===== src/rtl/los_pkg.sv =====
package los_pkg;

  // Line-mode selector for the excessive-zero threshold
  typedef enum logic {
    LINE_T3 = 1'b0,
    LINE_E3 = 1'b1
  } line_mode_e;

  // Width needed to hold values 0..n
  function automatic int unsigned cnt_width(input int unsigned n);
    return (n < 2) ? 1 : $clog2(n + 1);
  endfunction

endpackage


===== src/rtl/los_zero_run.sv =====
// Saturating count of consecutive strobed zero intervals.
module los_zero_run #(
  parameter int unsigned RUN_LEN = 192,
  localparam int unsigned RW     = los_pkg::cnt_width(RUN_LEN)
) (
  input  logic          clk,
  input  logic          rst_n,
  input  logic          wipe,      // synchronous clear, wins over advance
  input  logic          vld,
  input  logic          mark,
  output logic [RW-1:0] run_adv,   // run length including this sample
  output logic          run_full   // this sample completes RUN_LEN zeros
);
  logic [RW-1:0] run_q;
  logic [RW-1:0] run_d;
  logic          run_ce;

  localparam logic [RW-1:0] RUN_MAX = RW'(RUN_LEN);

  always_comb begin
    run_adv = run_q;
    if (vld) begin
      if (mark)                run_adv = '0;
      else if (run_q < RUN_MAX) run_adv = run_q + 1'b1;
    end
    run_full = vld && !mark && (run_adv == RUN_MAX) && (run_q != RUN_MAX);
  end

  always_comb begin
    run_ce = wipe || vld;
    run_d  = wipe ? '0 : run_adv;
  end

  always_ff @(posedge clk or negedge rst_n) begin
    if (!rst_n)      run_q <= '0;
    else if (run_ce) run_q <= run_d;
  end
endmodule


===== src/rtl/los_clean_span.sv =====
// Counts strobed intervals free of excessive zeros while LOS is held.
module los_clean_span #(
  parameter int unsigned SPAN_LEN = 192,
  parameter int unsigned RUN_LEN  = 192,
  parameter int unsigned EXZ_T3   = 3,
  parameter int unsigned EXZ_E3   = 4,
  localparam int unsigned SW      = los_pkg::cnt_width(SPAN_LEN),
  localparam int unsigned RW      = los_pkg::cnt_width(RUN_LEN)
) (
  input  logic               clk,
  input  logic               rst_n,
  input  logic               wipe,
  input  logic               active,    // LOS currently held
  input  logic               vld,
  input  los_pkg::line_mode_e mode,
  input  logic [RW-1:0]      run_adv,
  output logic               span_done
);
  localparam logic [RW-1:0] LIM_T3   = RW'(EXZ_T3);
  localparam logic [RW-1:0] LIM_E3   = RW'(EXZ_E3);
  localparam logic [SW-1:0] SPAN_MAX = SW'(SPAN_LEN);

  logic [SW-1:0] span_q;
  logic [SW-1:0] span_d;
  logic [SW-1:0] span_inc;
  logic [RW-1:0] exz_lim;
  logic          exz_hit;
  logic          span_ce;

  always_comb begin
    exz_lim   = (mode == los_pkg::LINE_E3) ? LIM_E3 : LIM_T3;
    exz_hit   = run_adv >= exz_lim;
    span_inc  = span_q + 1'b1;
    span_done = active && vld && !exz_hit && (span_inc == SPAN_MAX);
  end

  always_comb begin
    span_ce = wipe || !active || vld;
    if (wipe || !active || span_done || exz_hit) span_d = '0;
    else                                         span_d = span_inc;
  end

  always_ff @(posedge clk or negedge rst_n) begin
    if (!rst_n)       span_q <= '0;
    else if (span_ce) span_q <= span_d;
  end
endmodule


===== src/rtl/los_state.sv =====
// LOS state register and change-of-state strobe.
module los_state (
  input  logic clk,
  input  logic rst_n,
  input  logic enable,
  input  logic declare,
  input  logic release_i,
  output logic los_q,
  output logic cos_q,
  output logic cos_set   // change decided this cycle (registered next edge)
);
  logic los_d;

  always_comb begin
    los_d = los_q;
    if (!enable)                  los_d = 1'b0;
    else if (!los_q && declare)   los_d = 1'b1;
    else if (los_q && release_i)  los_d = 1'b0;
    cos_set = enable && (los_d != los_q);
  end

  always_ff @(posedge clk or negedge rst_n) begin
    if (!rst_n) begin
      los_q <= 1'b0;
      cos_q <= 1'b0;
    end else begin
      los_q <= los_d;
      cos_q <= cos_set;
    end
  end
endmodule


===== src/rtl/los_event_latch.sv =====
// Sticky change bit with set priority over clear, and the masked interrupt.
module los_event_latch (
  input  logic clk,
  input  logic rst_n,
  input  logic set_i,
  input  logic clr_i,
  input  logic irq_en,
  output logic sticky_q,
  output logic irq
);
  logic sticky_d;
  logic sticky_ce;

  always_comb begin
    sticky_ce = set_i || clr_i;
    sticky_d  = set_i;
  end

  always_ff @(posedge clk or negedge rst_n) begin
    if (!rst_n)         sticky_q <= 1'b0;
    else if (sticky_ce) sticky_q <= sticky_d;
  end

  assign irq = sticky_q && irq_en;
endmodule


===== src/rtl/line_los_monitor.sv =====
module line_los_monitor #(
  parameter int unsigned RUN_LEN  = 192,
  parameter int unsigned SPAN_LEN = 192,
  parameter int unsigned EXZ_T3   = 3,
  parameter int unsigned EXZ_E3   = 4
) (
  input  logic clk,
  input  logic rst_n,
  input  logic smp_vld,
  input  logic mark_pos,
  input  logic mark_neg,
  input  logic mode_e3,
  input  logic dec_on,
  input  logic irq_en,
  input  logic cos_clr,
  output logic los_line,
  output logic los_flag,
  output logic cos_evt,
  output logic cos_sticky,
  output logic irq
);
  localparam int unsigned RW = los_pkg::cnt_width(RUN_LEN);

  logic               mark;
  logic               vld_g;
  logic [RW-1:0]      run_adv;
  logic               run_full;
  logic               span_done;
  logic               los_q;
  logic               cos_set;
  logic               wipe;
  los_pkg::line_mode_e mode;

  always_comb begin
    mark  = mark_pos || mark_neg;
    vld_g = smp_vld && dec_on;
    mode  = mode_e3 ? los_pkg::LINE_E3 : los_pkg::LINE_T3;
    wipe  = !dec_on || span_done;
  end

  los_zero_run #(.RUN_LEN(RUN_LEN)) u_run (
    .clk(clk), .rst_n(rst_n), .wipe(wipe), .vld(vld_g), .mark(mark),
    .run_adv(run_adv), .run_full(run_full)
  );

  los_clean_span #(
    .SPAN_LEN(SPAN_LEN), .RUN_LEN(RUN_LEN), .EXZ_T3(EXZ_T3), .EXZ_E3(EXZ_E3)
  ) u_span (
    .clk(clk), .rst_n(rst_n), .wipe(!dec_on), .active(los_q), .vld(vld_g),
    .mode(mode), .run_adv(run_adv), .span_done(span_done)
  );

  los_state u_state (
    .clk(clk), .rst_n(rst_n), .enable(dec_on), .declare(run_full),
    .release_i(span_done), .los_q(los_q), .cos_q(cos_evt), .cos_set(cos_set)
  );

  los_event_latch u_evt (
    .clk(clk), .rst_n(rst_n), .set_i(cos_set), .clr_i(cos_clr),
    .irq_en(irq_en), .sticky_q(cos_sticky), .irq(irq)
  );

  assign los_line = los_q;
  assign los_flag = los_q;
endmodule


===== config.mk =====
export PLATFORM = sky130hd
export DESIGN_NAME = line_los_monitor
export DESIGN_NICKNAME = d
export VERILOG_FILES = /design/src/rtl/los_pkg.sv /design/src/rtl/los_zero_run.sv /design/src/rtl/los_clean_span.sv /design/src/rtl/los_state.sv /design/src/rtl/los_event_latch.sv /design/src/rtl/line_los_monitor.sv
export SDC_FILE = /design/constraint.sdc
export NUM_CORES = 1
export LEC_CHECK = 0
export BUFFER_PORTS_ARGS = -buffer_cell sky130_fd_sc_hd__buf_2
export CAP_MARGIN = 25
export CORE_MARGIN = 8
export CORE_UTILIZATION = 44
export DETAILED_ROUTE_END_ITERATION = 8
export PLACE_DENSITY = 0.65
export SYNTH_ARGS = -nofsm -noshare
export SYNTH_HDL_FRONTEND = slang
export SYNTH_HIERARCHICAL = 1
export SYNTH_SLANG_ARGS = --single-unit

===== constraint.sdc =====
create_clock -name clk -period 2.6 [get_ports clk]
set_input_delay 0 -clock clk [delete_from_list [all_inputs] [get_ports clk]]
set_output_delay 0 -clock clk [all_outputs]
set_load 0.01 [all_outputs]

==> flow_metrics.env <==
export IMPL_max_cap_violations=0
export IMPL_grt_max_degree=20
export IMPL_synthesis_yosys_warnings=6
export IMPL_p_switching_mw=0.126
export IMPL_r2r_end="u_span/span_q[6]$_DFFE_PN0P_"
export IMPL_vias=1360
export IMPL_final_core_util_pct=53.7
export IMPL_crit_end="u_span/span_q[6]$_DFFE_PN0P_"
export IMPL_ant_nets=0
export IMPL_io_pins=14
export IMPL_synth_async_reset_ratio_pct=100
export IMPL_antenna_found_initial=0
export IMPL_critical_path_required_ns=2.84
export IMPL_timing_final_max_slew_violations=0
export IMPL_vias_per_cell=5.86
export IMPL_fillerInstances=290
export IMPL_synth_cell_type_count=54
export IMPL_synth_yosys_seq_area_share_pct=32.9
export IMPL_timing_critical_path_from="u_run/run_q[0]$_DFFE_PN0P_"
export IMPL_insertion_delay_ns=0.30
export IMPL_clock_root_buffer="sky130_fd_sc_hd__clkbuf_4"
export IMPL_critical_path_max_fanout=5
export IMPL_synth_largest_area_cell="sky130_fd_sc_hd__dfrtp_1"
export IMPL_min_period_over_period_pct=96.4
export IMPL_fraction_of_synthesized_cell_area_taken_by_the_top_area_cell_type_pct=32.9
export IMPL_worst_setup_path_end_kind="flip-flop"
export IMPL_run_status="completed"
export IMPL_placement_rows=21
export IMPL_post_synth_inst_count=164
export IMPL_post_synth_most_frequent_cells="sky130_fd_sc_hd__dfrtp_1, sky130_fd_sc_hd__nand2_1, sky130_fd_sc_hd__nand3_1, sky130_fd_sc_hd__nor2b_1"
export IMPL_mappedNetlistArea_um2=1440
export IMPL_clockPowerShare_pct=31.2
export IMPL_synth_top_cells_by_area="sky130_fd_sc_hd__dfrtp_1, sky130_fd_sc_hd__ha_1, sky130_fd_sc_hd__nand3_1"
export IMPL_critical_path_reg2reg_startpoint="u_run/run_q[0]$_DFFE_PN0P_"
export IMPL_firstDrtPassIters=4
export IMPL_yosysMostFrequentCell="sky130_fd_sc_hd__dfrtp_1"
export IMPL_timing_worst_setup_path_type="flip-flop to flip-flop"
export IMPL_synthToLayoutAreaGrowth_pct=20.2
export IMPL_pwr_density_cell_nw_per_um2=287
export IMPL_num_nets_final=202
export IMPL_antenna_cells=0
export IMPL_timing_final_hold_violations=0
export IMPL_final_standard_cell_area_without_fillers_um2=1740
export IMPL_r2r_setup_slack_ns=0.09
export IMPL_post_cts_setup_buffer_count=0
export IMPL_die_footprint_um2=5370
export IMPL_place_congestion=0.892
export IMPL_effective_utilization_at_floorplan_pct=44.7
export IMPL_drc=0
export IMPL_share_seq_of_total_power_pct=59.4
export IMPL_maximum_level_of_the_cts_h_tree=1
export IMPL_cts_tree="yes"
export IMPL_cts_inserted_buffers=3
export IMPL_worstMarginPinSlew_ns=0.480
export IMPL_worst_setup_hold_path_clk_slew_ns=0.12
export IMPL_place_detailed_hpwl_um=2530
export IMPL_portBuffers=13
export IMPL_max_freq_mhz=399
export IMPL_combinationalPowerShare_pct=9.3
export IMPL_power_internal_mw=0.373
export IMPL_clock_tree_buffer_depth=2
export IMPL_worst_r2r_cell_count=11
export IMPL_grt_total_usage_pct=13.4
export IMPL_placedInstanceArea_um2=1590
export IMPL_grt_first_pass_wirelength_um=5800
export IMPL_netSwitchingFraction_pct=25.2
export IMPL_drtIter0Drc=76
export IMPL_route_final_wire_length_um=3480
export IMPL_die_height_um=73.3
export IMPL_grt_pass1_vias=1293
export IMPL_worst_endpoint_arrival_ns=2.75
export IMPL_final_setup_violations=0
export IMPL_synth_edff_count=0
export IMPL_irDropWorstVdd_v=0.000187
export IMPL_tritoncts_num_sinks=19
export IMPL_residual_overflow_from_global_routing=0
export IMPL_finClkSkew_ns=0.00605
export IMPL_postSynthAreaPerCell_um2=8.80
export IMPL_placeableCoreArea_um2=3230
export IMPL_drt_wirelength_per_cell_um=15.0
export IMPL_fin_tns_setup_ns=0
export IMPL_synth_fp_nets=179
export IMPL_holdCritPathClass="input pin to async pin"
export IMPL_drive_above_1_share_pct=32.3
export IMPL_worst_setup_path_start_kind="flip-flop"
export IMPL_max_slew_margin_pct=68.0
export IMPL_dominantRegCellSynth="sky130_fd_sc_hd__dfrtp_1"
export IMPL_yosys_register_bits=19
export IMPL_dieWidth_um=73.3
export IMPL_layout_min_cycle_time_ns=2.51
export IMPL_p_leak_nw=0.793
==> per-layer routing <==
layer  share of wire, %  GRT usage, %
met3                5.2          2.59
met5                  0             0
met1                 46          17.3
met2                 47          21.8
met4                1.1          4.44
==> worst min path at each step <==
stage          start  cells past startpoint  slack [ns]                      endpoint
3_5_place_dp   rst_n                      1       -0.03    u_run/run_q[5]$_DFFE_PN0P_
5_1_grt        rst_n                      2        0.23  u_span/span_q[7]$_DFFE_PN0P_
2_1_floorplan  rst_n                      0       -0.30    u_evt/sticky_q$_DFFE_PN0P_
4_1_cts        rst_n                      2        0.19       u_state/los_q$_DFF_PN0_
3_3_place_gp   rst_n                      1       -0.03    u_run/run_q[5]$_DFFE_PN0P_
6_report       rst_n                      2        0.17  u_span/span_q[6]$_DFFE_PN0P_
==> final cells by class <==
class | count | area (µm²) | share of cell area, %
timing repair buffer | 23 | 148 | 8.51
inverter | 8 | 30.0 | 1.73
clock buffer | 3 | 22.5 | 1.30
tap | 46 | 57.6 | 3.32
sequential | 19 | 477 | 27.5
multi-input combinational | 132 | 996 | 57.4
clock inverter | 1 | 5.00 | 0.288
==> cell usage in the layout (no fill, tap or decap), types with 3 or more instances in the layout <==
master and instances:
sky130_fd_sc_hd__a21boi_2 4, sky130_fd_sc_hd__a21o_1 3, sky130_fd_sc_hd__a22o_1 3, sky130_fd_sc_hd__and2_1 4, sky130_fd_sc_hd__and3_1 3, sky130_fd_sc_hd__buf_2 13
sky130_fd_sc_hd__buf_4 7, sky130_fd_sc_hd__clkbuf_4 3, sky130_fd_sc_hd__dfrtp_1 18, sky130_fd_sc_hd__dlygate4sd3_1 3, sky130_fd_sc_hd__ha_1 5, sky130_fd_sc_hd__inv_1 6
sky130_fd_sc_hd__nand2_1 15, sky130_fd_sc_hd__nand3_1 13, sky130_fd_sc_hd__nand4_1 4, sky130_fd_sc_hd__nor2_1 6, sky130_fd_sc_hd__nor2b_1 10, sky130_fd_sc_hd__nor3_1 7
sky130_fd_sc_hd__o21ai_0 5
==> cells by family after synthesis <==
group	synth area share (%)
and+or+nand+nor	39.3
AOI/OAI and AO/OA	17.4
DFF	32.9
buffers and inverters	3.81
adders and majority gates	5.20
xor gates and xnor gates	0.607
muxes	0.780
==> sequential cells by signal, summed over array words and instances (netlist names) <==
register        flops
u_span/span_q       8
u_state/cos_q       1
u_evt/sticky_q      1
u_state/los_q       1
u_run/run_q         8
==> metrics by stage <==
stage | worst slack, ns | power, mW | std cells | hold WS [ns]
after global placement | 0.0628 | 0.338 | 225 | -0.0315
after floorplan | 0.112 | 0.320 | 164 | -0.296
after global routing | -0.0334 | 0.519 | 232 | 0.230
after detailed placement | -0.0109 | 0.340 | 225 | -0.0251
final | 0.0930 | 0.498 | 232 | 0.174
after CTS | 0.0208 | 0.501 | 232 | 0.186
==> worst max-delay path, cell delays in order, from the launching register on <==
cell	delay [ns]
sky130_fd_sc_hd__dfrtp_1	0.40
sky130_fd_sc_hd__buf_4	0.16
sky130_fd_sc_hd__inv_2	0.08
sky130_fd_sc_hd__ha_4	0.20
sky130_fd_sc_hd__a31oi_1	0.15
sky130_fd_sc_hd__o22ai_2	0.11
sky130_fd_sc_hd__ha_1	0.30
sky130_fd_sc_hd__o21ai_2	0.15
sky130_fd_sc_hd__a21oi_2	0.06
sky130_fd_sc_hd__or3b_4	0.46
sky130_fd_sc_hd__o31ai_2	0.22
sky130_fd_sc_hd__a22o_1	0.17
==> power groups by stage <==
| stage | combinational, mW | sequential [mW] | clock [mW] |
|---|---|---|---|
| after global placement | 0.0366 | 0.302 | 0 |
| final | 0.0465 | 0.296 | 0.156 |
| after detailed placement | 0.0380 | 0.302 | 0 |
| after CTS | 0.0417 | 0.296 | 0.163 |
| after global routing | 0.0523 | 0.296 | 0.171 |
| after floorplan | 0.0173 | 0.302 | 0 |
==> repair_timing <==
item,4_1_cts,5_1_grt
pin swaps,0,7
setup endpoints to repair,11,15
hold endpoints to repair,22,0
gates resized for setup,1,19
hold buffers,3,0
Power figures use the tool's default switching activity.
